`config.mk`:
```
export PLATFORM = sky130hd
export DESIGN_NAME = reconf_cause_history
export DESIGN_NICKNAME = d
export VERILOG_FILES = /design/src/rtl/rch_pkg.sv /design/src/rtl/rch_cause_pick.sv /design/src/rtl/rch_store.sv /design/src/rtl/rch_readout.sv /design/src/rtl/reconf_cause_history.sv
export SDC_FILE = /design/constraint.sdc
export NUM_CORES = 1
export LEC_CHECK = 0
export BUFFER_PORTS_ARGS = -buffer_cell sky130_fd_sc_hd__buf_2
export CAP_MARGIN = 5
export CORE_ASPECT_RATIO = 1.25
export CORE_UTILIZATION = 50
export CTS_CLUSTER_SIZE = 10
export DETAILED_ROUTE_END_ITERATION = 12
export PLACE_DENSITY_LB_ADDON = 0.1
export SKIP_LAST_GASP = 1
export SYNTH_ARGS = -nofsm -noshare
export SYNTH_HDL_FRONTEND = slang
export SYNTH_SLANG_ARGS = --single-unit
```
`constraint.sdc`:
```
create_clock -name clk -period 1 [get_ports clk]
set_input_delay 0.25 -clock clk [delete_from_list [all_inputs] [get_ports clk]]
set_output_delay 0.25 -clock clk [all_outputs]
set_load 0.01 [all_outputs]
```
`src/rtl/rch_pkg.sv`:
```
package rch_pkg;
    localparam int CAUSE_W = 5;
    localparam int STATE_W = 2;
    localparam int ADDR_W  = 24;
    localparam int WORD_W  = CAUSE_W + STATE_W + ADDR_W;
    localparam logic [WORD_W-1:0] INVALID_MARK = '1;

    typedef logic [WORD_W-1:0] word_t;

    typedef struct packed {
        word_t newest;
        word_t older;
        logic  newest_ok;
        logic  older_ok;
    } hist_t;
endpackage

```
`src/rtl/rch_cause_pick.sv`:
```
module rch_cause_pick #(
    parameter int W = rch_pkg::CAUSE_W
) (
    input  logic [W-1:0] req_i,
    output logic [W-1:0] pick_o,
    output logic         any_o
);
    always_comb begin
        pick_o = '0;
        for (int i = 0; i < W; i++) begin
            if (req_i[i]) begin
                pick_o    = '0;
                pick_o[i] = 1'b1;
            end
        end
        any_o = |req_i;
    end
endmodule

```
`src/rtl/rch_store.sv`:
```
module rch_store
    import rch_pkg::*;
(
    input  logic               clk,
    input  logic               rst_n,
    input  logic               commit_i,
    input  logic [CAUSE_W-1:0] cause_req_i,
    input  logic [STATE_W-1:0] mstate_i,
    input  logic [ADDR_W-1:0]  boot_addr_i,
    output hist_t              hist_o
);
    logic [CAUSE_W-1:0] pick;
    logic               any_req;
    hist_t              hist_d, hist_q;

    rch_cause_pick #(.W(CAUSE_W)) u_pick (
        .req_i  (cause_req_i),
        .pick_o (pick),
        .any_o  (any_req)
    );

    always_comb begin
        hist_d = hist_q;
        if (commit_i && any_req) begin
            hist_d.older     = hist_q.newest;
            hist_d.older_ok  = hist_q.newest_ok;
            hist_d.newest    = {pick, mstate_i, boot_addr_i};
            hist_d.newest_ok = 1'b1;
        end
    end

    always_ff @(posedge clk or negedge rst_n) begin
        if (!rst_n) begin
            hist_q <= '0;
        end else begin
            hist_q <= hist_d;
        end
    end

    assign hist_o = hist_q;
endmodule

```
`src/rtl/rch_readout.sv`:
```
module rch_readout
    import rch_pkg::*;
(
    input  logic  clk,
    input  logic  rst_n,
    input  hist_t hist_i,
    input  logic  cap_i,
    input  logic  cap_sel_i,
    input  logic  shift_i,
    output word_t par_o,
    output logic  ser_o
);
    word_t sreg_d, sreg_q;
    word_t load_word;

    always_comb begin
        if (cap_sel_i) begin
            load_word = hist_i.older_ok ? hist_i.older : INVALID_MARK;
        end else begin
            load_word = hist_i.newest_ok ? hist_i.newest : INVALID_MARK;
        end
        sreg_d = sreg_q;
        if (cap_i) begin
            sreg_d = load_word;
        end else if (shift_i) begin
            sreg_d = {1'b0, sreg_q[WORD_W-1:1]};
        end
    end

    always_ff @(posedge clk or negedge rst_n) begin
        if (!rst_n) begin
            sreg_q <= '0;
        end else begin
            sreg_q <= sreg_d;
        end
    end

    assign par_o = sreg_q;
    assign ser_o = sreg_q[0];
endmodule

```
`src/rtl/reconf_cause_history.sv`:
```
module reconf_cause_history
    import rch_pkg::*;
(
    input  logic                clk,
    input  logic                rst_n,
    input  logic                commit_i,
    input  logic [CAUSE_W-1:0]  cause_req_i,
    input  logic [STATE_W-1:0]  mstate_i,
    input  logic [ADDR_W-1:0]   boot_addr_i,
    input  logic                cap_i,
    input  logic                cap_sel_i,
    input  logic                shift_i,
    output logic [WORD_W-1:0]   par_o,
    output logic                ser_o
);
    hist_t hist;

    rch_store u_store (
        .clk         (clk),
        .rst_n       (rst_n),
        .commit_i    (commit_i),
        .cause_req_i (cause_req_i),
        .mstate_i    (mstate_i),
        .boot_addr_i (boot_addr_i),
        .hist_o      (hist)
    );

    rch_readout u_read (
        .clk       (clk),
        .rst_n     (rst_n),
        .hist_i    (hist),
        .cap_i     (cap_i),
        .cap_sel_i (cap_sel_i),
        .shift_i   (shift_i),
        .par_o     (par_o),
        .ser_o     (ser_o)
    );
endmodule

```
* After elaboration in Yosys (flattened, before gate mapping)
Cells that the tools add are included.
** Cells by class
- Multiplexer cells :: 10
- Reduce and logical (&&, ||, !) cells :: 3
** Operators by type and width (count)
- 31-bit 2-to-1 mux :: 5
- 5-bit 2-to-1 mux :: 4
- 5-bit OR reduction :: 1
- 2-bit nonzero test :: 1
- 1-bit logical AND :: 1
- 1-bit 2-to-1 mux :: 1
** Storage, ports and cells
- Input port bits :: 37
- Logic and storage cells :: 18
- Bits in registers :: 95
- Output and inout bits :: 32

* Depth between registers and ports, before layout
Gate-level depths: netlist of the first run.
- Word-level depth :: 5
- Gate-level depth with buffers :: 5
- Gate-level depth less buffers :: 3

* Hierarchy
A second synthesis of the first run with hierarchy kept.
** Second synthesis, totals
- Cell total of the unflattened synthesis :: 290
- Area total of the unflattened synthesis :: 4236.6 µm²
** By module, submodules not included
- rch_store :: sequential area each 1601.5 µm², times used 1, cells each 135, area an instance 2426.1 µm²
- rch_readout :: sequential area each 775.7 µm², times used 1, cells each 148, area an instance 1755.4 µm²
- rch_cause_pick :: sequential area each 0.0 µm², times used 1, cells each 7, area an instance 55.1 µm²

* Worst setup path after synthesis of the first run
No wires, ideal clock.
- Path type :: input-to-reg
- From :: input port cause_req_i[3]
- To :: register u_store.hist_q, in the netlist u_store.hist_o[23]
- Library setup time :: 0.125 ns
- Buffers on the path :: 1
- Data arrival time :: 1.571 ns
- Path slack :: -0.696 ns
- Stages on the path :: 4
- Data required time :: 0.875 ns
- Path through :: or3_4 -> o31ai_4 -> buf_6 -> mux2_2
** On the way
- Cells in the longest elaborated chain, start to end :: 2
** Ends and longest elaborated chain
- from (decl) :: RTL line reconf_cause_history.sv:7 : input logic [CAUSE_W-1:0] cause_req_i,
- 5-bit OR reduction :: RTL line rch_cause_pick.sv:16 : any_o = |req_i;
- 1-bit logical AND :: RTL line rch_store.sv:24 : if (commit_i && any_req) begin
- to (signal assigned) :: RTL line rch_store.sv:36 : hist_q <= hist_d;
- to (decl) :: RTL line rch_store.sv:14 : hist_t hist_d, hist_q;
Every way passes these cells.
A chain may end at the register's enable or synchronous reset.

* Final worst setup path of the first run
- From :: input port cause_req_i[3]
- To :: register u_store.hist_q, in the netlist u_store.hist_o[53]
The elaborated chain is that of the path after synthesis.

==> run summary, run 1 <==
==================================================================================
Outcome                                                               finished with violations
Violations in the final reports                                       setup timing
Vertical extent of the die                                                  102 µm
Syn_area_per_cell                                                         13.9 µm²
Sink count of the clock tree                                                    95
Max-cap check violation count                                                    0
Post-synthesis cell type count                                                  23
Starting density of the core                                                 51.8%
Tmin final                                                                 1.40 ns
Area growth from synthesis to layout                                         45.4%
DRC viols                                                                        0
Register bit total from synthesis                                               95
Critical setup path kind                                                    in2reg
Buffer levels on the longest clock path                                          2
Vias post-DR                                                                  3014
Relative slew slack                                                          80.9%
Row Count                                                                       36
Initial antenna violation count                                                  0
End point of the worst hold path                                      u_store.hist_o[55]$_DFFE_PN0P_
Top library cells by usage in the layout, fill and taps aside         95 x sky130_fd_sc_hd__dfrtp_1, 60 x sky130_fd_sc_hd__buf_2, 55 x sky130_fd_sc_hd__buf_4
Number of stages on the worst hold path                                          2
Post-Synthesis Cell Area                                                  4040 µm²
Unrepaired setup endpoints after global routing                               true
Util after Layout                                                            75.3%
Period utilization                                                            140%
Number of cells on the worst reg-to-reg path                                     5
Proportion of synthesized chip area in sequential cells                      58.9%
DRC marker count from the first detailed-route iteration                       123
Count of endpoints failing setup in the final report                           125
Source-to-sink clock delay at the later pin of the worst-skew pair         0.37 ns
Chip Width                                                                 82.4 µm
Mapped Cells                                                                   290
Arrival @ worst endpoint                                                   1.66 ns
Register-to-register setup slack                                          -0.19 ns
Routed wire length                                                        10400 µm
Detailed-routing iteration count for the pre-antenna-repair pass                 4
Post-place setup slack                                                   -0.817 ns
Register area                                                             2380 µm²
Largest fanout on the critical path                                              7
CTS H-tree lvls                                                                  3
Max VDD drop                                                             0.00124 V
Endpoint of the lowest-slack register-to-register path                u_read.par_o[18]$_DFFE_PN0P_
Critical Path Source Type                                                input pin
Upper clock frequency limit                                              0.713 GHz
Filler Cell Count                                                              493
Max-slew violations                                                              0
Final hold viol count                                                            0
Core area                                                                 7790 µm²
ANT cells                                                                        0
Via count of the first global-routing pass                                    3052
Total GRT Usage                                                              24.5%
Wire length of the first global-routing pass                              15000 µm
Post-synthesis net count                                                       327
Routed wire per std cell                                                   19.9 µm
Hold Worst Slack                                                          0.104 ns
Maximum number of pins on one net before global-route repair                    38
RD Place Congestion                                                          0.731
Delay of the slowest critical-path stage                                   0.39 ns
Ports placed on the boundary                                                    69
Type of the tightest min-delay check                                        in2reg
TritonCTS Buffers                                                                9
CP delay by family, top                                               buffers and inverters
Post-DP HPWL                                                               5260 µm
Most frequent cell on the critical path                               sky130_fd_sc_hd__buf_6
Number of buffer cells added on primary ports                                   68
Worst Tran Pin Value                                                      0.286 ns
Setup WS post-layout                                                     -0.403 ns
Cell area after placement                                                 4610 µm²
Buffer type at the clock tree root                                    sky130_fd_sc_hd__clkbuf_8
Startpoint of the worst-slack reg-to-reg timing path                  u_store.hist_o[1]$_DFFE_PN0P_
Clock tree from TritonCTS                                                      yes
Endpoint class of the critical path                                      flip-flop
Required time at the endpoint of the critical path                         1.26 ns
Remaining global-route overflow                                                  0
Area of the multi-input gates                                             1880 µm²
Critical hold path startpoint                                         boot_addr_i[22]
CP max-delay cell                                                     sky130_fd_sc_hd__or3_4
Post-DR vias/cell                                                             5.75
Layout net count                                                               461
Count of warnings emitted by yosys                                               0
Buf+Inv Stages, Crit Path                                                        3
Final std cell area, no fill                                              5870 µm²
Lkg Pwr                                                                    2.70 nW
Die footprint                                                             8440 µm²
Worst-path clk slew                                                        0.10 ns
Placed insts                                                                   449
Worst path cell trace                                                 buf_6, or3_4, o31ai_4, buf_6, buf_12, mux2_1
Share of final-layout standard cells stronger than drive strength 1          59.2%
Clk_skew                                                                 0.0174 ns
Non-filler instance count after layout                                         524
P per Cell Area                                                        1670 nW/µm²
ANT nets after route                                                             0
Most common cell after layout, fill and taps aside                    sky130_fd_sc_hd__dfrtp_1
==================================================================================
## power by group
group,leakage (nW),switching [mW],internal (mW)
Combinational,1.46,0.963,1.35
Sequential,1.13,0.421,4.35
Clock,0.106,1.41,1.31
## synth_stat cells
master,n,area share [%]
sky130_fd_sc_hd__o21a_1,1,0.19
sky130_fd_sc_hd__o31ai_4,1,0.53
sky130_fd_sc_hd__a32o_1,2,0.50
sky130_fd_sc_hd__or3_4,1,0.28
sky130_fd_sc_hd__inv_1,2,0.19
sky130_fd_sc_hd__o221ai_1,30,6.5
sky130_fd_sc_hd__mux2_1,5,1.4
sky130_fd_sc_hd__clkbuf_1,16,1.5
sky130_fd_sc_hd__a22o_1,1,0.22
sky130_fd_sc_hd__nor2_1,3,0.28
sky130_fd_sc_hd__a21oi_1,1,0.12
sky130_fd_sc_hd__o311ai_0,1,0.22
sky130_fd_sc_hd__o21ai_0,31,3.8
sky130_fd_sc_hd__buf_6,6,1.7
sky130_fd_sc_hd__mux2_2,53,15
sky130_fd_sc_hd__buf_2,2,0.25
sky130_fd_sc_hd__o2bb2ai_1,1,0.22
sky130_fd_sc_hd__nand3b_1,1,0.19
sky130_fd_sc_hd__nand2b_1,1,0.16
sky130_fd_sc_hd__nand2_1,5,0.47
sky130_fd_sc_hd__dfrtp_1,95,59
sky130_fd_sc_hd__mux2i_1,30,7.4
sky130_fd_sc_hd__buf_4,1,0.19
## routing by layer
| metal | up-vias | GRT usage (%) | wire (µm) |
|---|---|---|---|
| li1 | 1373 | - | - |
| met1 | 1573 | 30.8 | 4370 |
| met2 | 53 | 40.4 | 5570 |
| met3 | 15 | 5.36 | 321 |
| met4 | 0 | 10.7 | 148 |
| met5 | - | 0 | 0 |
## state kept, by name, summed over array words and instances (netlist names)
name and flops:
u_read.par_o 31, u_store.hist_o 64
## worst max-delay path by stage
stage	from	cells after the start	end	slack, ns
after floorplan	cause_req_i[3]	4	u_store.hist_o[23]$_DFFE_PN0P_	-0.70
after global placement	cause_req_i[3]	5	u_store.hist_o[38]$_DFFE_PN0P_	-0.77
after detailed placement	cause_req_i[3]	5	u_store.hist_o[20]$_DFFE_PN0P_	-0.82
after CTS	cause_req_i[3]	6	u_store.hist_o[38]$_DFFE_PN0P_	-0.40
after global routing	cause_req_i[3]	6	u_store.hist_o[51]$_DFFE_PN0P_	-0.43
final	cause_req_i[3]	6	u_store.hist_o[53]$_DFFE_PN0P_	-0.40
## metrics by stage
step | power (mW) | setup TNS [ns]
floorplan | 5.58 | -41.59
global placement | 6.15 | -51.22
detailed placement | 6.21 | -54.18
CTS | 9.45 | -32.46
global route | 10.2 | -35.64
finish | 9.80 | -30.85
## layout make-up
class | count | share of cell area (%)
inverter | 2 | 0.171
multi-input combinational | 168 | 32.0
timing repair buffer | 148 | 21.6
clock inverter | 5 | 1.09
clock buffer | 11 | 2.58
tap | 95 | 2.03
sequential | 95 | 40.5
## logic make-up after synthesis
| group | Yosys count | share of synthesized area, % |
|---|---|---|
| mux | 88 | 23.6 |
| compound gates | 69 | 12.3 |
| flops | 95 | 58.9 |
| simple gates | 11 | 1.36 |
| buf+inv | 27 | 3.78 |
## repair_timing
action	4_1_cts	5_1_grt
pin swaps	1	7
resized for setup	77	47
setup buffers	37	19
endpoints found under the setup margin	125	125
endpoints found under the hold margin	95	0
hold buffers	1	0
gates cloned	6	3
Power figures use the tool's default switching activity.
==> run 2, diff against run 1 <==
--- a/config.mk
+++ b/config.mk
@@ -8,10 +8,13 @@
 export BUFFER_PORTS_ARGS = -buffer_cell sky130_fd_sc_hd__buf_2
 export CAP_MARGIN = 5
 export CORE_ASPECT_RATIO = 1.25
-export CORE_UTILIZATION = 50
+export CORE_UTILIZATION = 52
+export CTS_BUF_LIST = sky130_fd_sc_hd__clkbuf_4 sky130_fd_sc_hd__clkbuf_8
 export CTS_CLUSTER_SIZE = 10
 export DETAILED_ROUTE_END_ITERATION = 12
+export GPL_ROUTABILITY_DRIVEN = 1
 export PLACE_DENSITY_LB_ADDON = 0.1
+export RECOVER_POWER = 50
 export SKIP_LAST_GASP = 1
 export SYNTH_ARGS = -nofsm -noshare
 export SYNTH_HDL_FRONTEND = slang
==> run summary, run 2 (synthesis results as in run 1) <==
==================================================================================
Die footprint                                                             8120 µm²   -3.8%
Wire length of the first global-routing pass                              14300 µm   -4.7%
Register area                                                             2380 µm²   unchanged
Source-to-sink clock delay at the later pin of the worst-skew pair         0.36 ns   about the same
Type of the tightest min-delay check                                        in2reg
DRC viols                                                                        0   unchanged
Area of the multi-input gates                                             1760 µm²   -6.2%
Worst Tran Pin Value                                                      0.480 ns   +0.194 ns
Required time at the endpoint of the critical path                         1.25 ns   about the same
Buffer levels on the longest clock path                                          2   unchanged
Largest fanout on the critical path                                             17   +10
Worst setup path startpoint                                           cause_req_i[3]
Core area                                                                 7440 µm²   -4.5%
Detailed-routing iteration count for the pre-antenna-repair pass                 4   unchanged
Critical setup path kind                                                    in2reg
Critical hold path startpoint                                         boot_addr_i[20]
Chip Width                                                                 80.8 µm   -1.9%
Most frequent cell on the critical path                               sky130_fd_sc_hd__buf_6
Starting density of the core                                                 54.2%   +2.4 points
Share of final-layout standard cells stronger than drive strength 1          57.7%   -1.5 points
TritonCTS Buffers                                                                9   unchanged
Accumulated negative setup slack                                         -33.23 ns   -2.39 ns
Total GRT Usage                                                              23.7%   -0.84 points
Initial antenna violation count                                                  1   +1
Remaining global-route overflow                                                  0   unchanged
Maximum number of pins on one net before global-route repair                    58   +53%
Period utilization                                                            146%   +5.6 points
Design Power                                                               9.75 mW   -0.59%
CTS H-tree lvls                                                                  3   unchanged
Routed wire length                                                         9830 µm   -5.7%
Post-DP HPWL                                                               5140 µm   -2.2%
Clock tree from TritonCTS                                                      yes
Area growth from synthesis to layout                                         38.7%
Row Count                                                                       35   -2.8%
Cell area after placement                                                 4600 µm²   -0.35%
Startpoint of the worst-slack reg-to-reg timing path                  u_store.hist_o[1]$_DFFE_PN0P_
Vertical extent of the die                                                  101 µm   -1.9%
CP max-delay cell                                                     sky130_fd_sc_hd__or3_4
Tmin final                                                                 1.46 ns   +0.0564 ns
Max-slew violations                                                              0   unchanged
Post-DR vias/cell                                                             5.74   -0.19%
Top library cells by usage in the layout, fill and taps aside         95 x sky130_fd_sc_hd__dfrtp_1, 62 x sky130_fd_sc_hd__buf_2, 52 x sky130_fd_sc_hd__buf_4
Buf+Inv Stages, Crit Path                                                        3   unchanged
Layout net count                                                               453   -1.7%
Via count of the first global-routing pass                                    2893   -5.2%
Setup WS post-layout                                                     -0.459 ns   -0.0564 ns
Sink count of the clock tree                                                    95   unchanged
Final std cell area, no fill                                              5600 µm²   -4.6%
DRC marker count from the first detailed-route iteration                       115   -6.5%
Clk_skew                                                                 0.0128 ns   -0.00453 ns
Endpoint class of the critical path                                      flip-flop
Buffer type at the clock tree root                                    sky130_fd_sc_hd__clkbuf_8
Lkg Pwr                                                                    2.55 nW   -5.4%
Ports placed on the boundary                                                    69   unchanged
Critical Path Source Type                                                input pin
Upper clock frequency limit                                              0.685 GHz   -3.9%
Vias post-DR                                                                  2951   -2.1%
Flip-flop count of the largest register, all copies and words added             64   unchanged
ANT nets after route                                                             0   unchanged
Max-cap check violation count                                                    0   unchanged
Arrival @ worst endpoint                                                   1.71 ns   +0.05 ns
Delay of the slowest critical-path stage                                   0.39 ns   about the same
Most common cell after layout, fill and taps aside                    sky130_fd_sc_hd__dfrtp_1
Outcome                                                               finished with violations
Count of endpoints failing setup in the final report                           125   unchanged
RD Place Congestion                                                          0.703   -3.8%
Filler Cell Count                                                              494   +0.20%
Routed wire per std cell                                                   19.1 µm   -3.8%
Violations in the final reports                                       setup timing
CP delay by family, top                                               buffers and inverters
Max VDD drop                                                             0.00123 V   -0.59%
Final hold viol count                                                            0   unchanged
Relative slew slack                                                          68.0%   -13 points
Worst path cell trace                                                 buf_6, or3_4, o31ai_4, buf_6, buf_12, mux2_2
Unrepaired setup endpoints after global routing                               true
P per Cell Area                                                        1740 nW/µm²   +4.2%
Number of buffer cells added on primary ports                                   68   unchanged
Worst-path clk slew                                                        0.10 ns   about the same
==================================================================================
## run 2: cell types whose count changed in the layout (fill, tap and decap cells not counted), moves of 2 or more
cell	change
sky130_fd_sc_hd__o221ai_2	+5
sky130_fd_sc_hd__buf_16	-2
sky130_fd_sc_hd__buf_2	+2
sky130_fd_sc_hd__buf_12	-3
sky130_fd_sc_hd__o221ai_4	-5
sky130_fd_sc_hd__buf_4	-3
sky130_fd_sc_hd__mux2_4	-14
sky130_fd_sc_hd__buf_6	-4
sky130_fd_sc_hd__mux2_2	+13
## run 2: where the power goes
part	total, mW	internal [mW]	switching [mW]
combinational	2.13	1.22	0.914
clock	2.86	1.51	1.36
sequential	4.75	4.35	0.395
## run 2: area by class of cell
type	instances	area share [%]
antenna	1	0.0447
clock buffer	11	2.59
clock inverter	5	1.45
inverter	2	0.179
multi-input combinational	168	31.5
sequential	95	42.5
tap	92	2.06
timing repair buffer	140	19.7
## run 2: what timing repair did
item,4_1_cts,5_1_grt
endpoints found under the hold margin,95,0
hold buffers,1,0
resized for setup,70,26
buffers inserted,31,15
pin swaps,0,5
cloned,3,3
endpoints found under the setup margin,125,125
## run 2: metal layers
metal	global-route usage (%)	up-vias	wire length, µm	share of wire (%)
met2	39.4	60	5230	53
li1	-	1347	-	-
met5	0	-	0	0
met3	3.98	16	285	2.9
met4	9.89	0	233	2.4
met1	30.5	1528	4080	42
## run 2: worst paths after layout
path | cells past startpoint | end | slack [ns]
hold / removal | 2 | u_store.hist_o[53]$_DFFE_PN0P_ | 0.10
setup reg to reg | 5 | u_read.par_o[3]$_DFFE_PN0P_ | -0.22
hold reg to reg | 1 | u_store.hist_o[31]$_DFFE_PN0P_ | 0.52
min in group asynchronous | 3 | u_store.hist_o[15]$_DFFE_PN0P_ | 0.52
setup / recovery | 6 | u_store.hist_o[22]$_DFFE_PN0P_ | -0.46
max in group asynchronous | 3 | u_store.hist_o[61]$_DFFE_PN0P_ | 0.13
## run 2: metrics by stage
step | std cells | hold WS [ns] | utilization, % | setup slack (ns)
CTS | 497 | 0.103 | 71.8 | -0.425
floorplan | 290 | -0.0456 | - | -0.696
detailed placement | 446 | 0.248 | 61.8 | -0.805
finish | 514 | 0.103 | 75.2 | -0.459
global placement | 446 | 0.245 | 61.8 | -0.775
global route | 514 | 0.0969 | 75.2 | -0.478
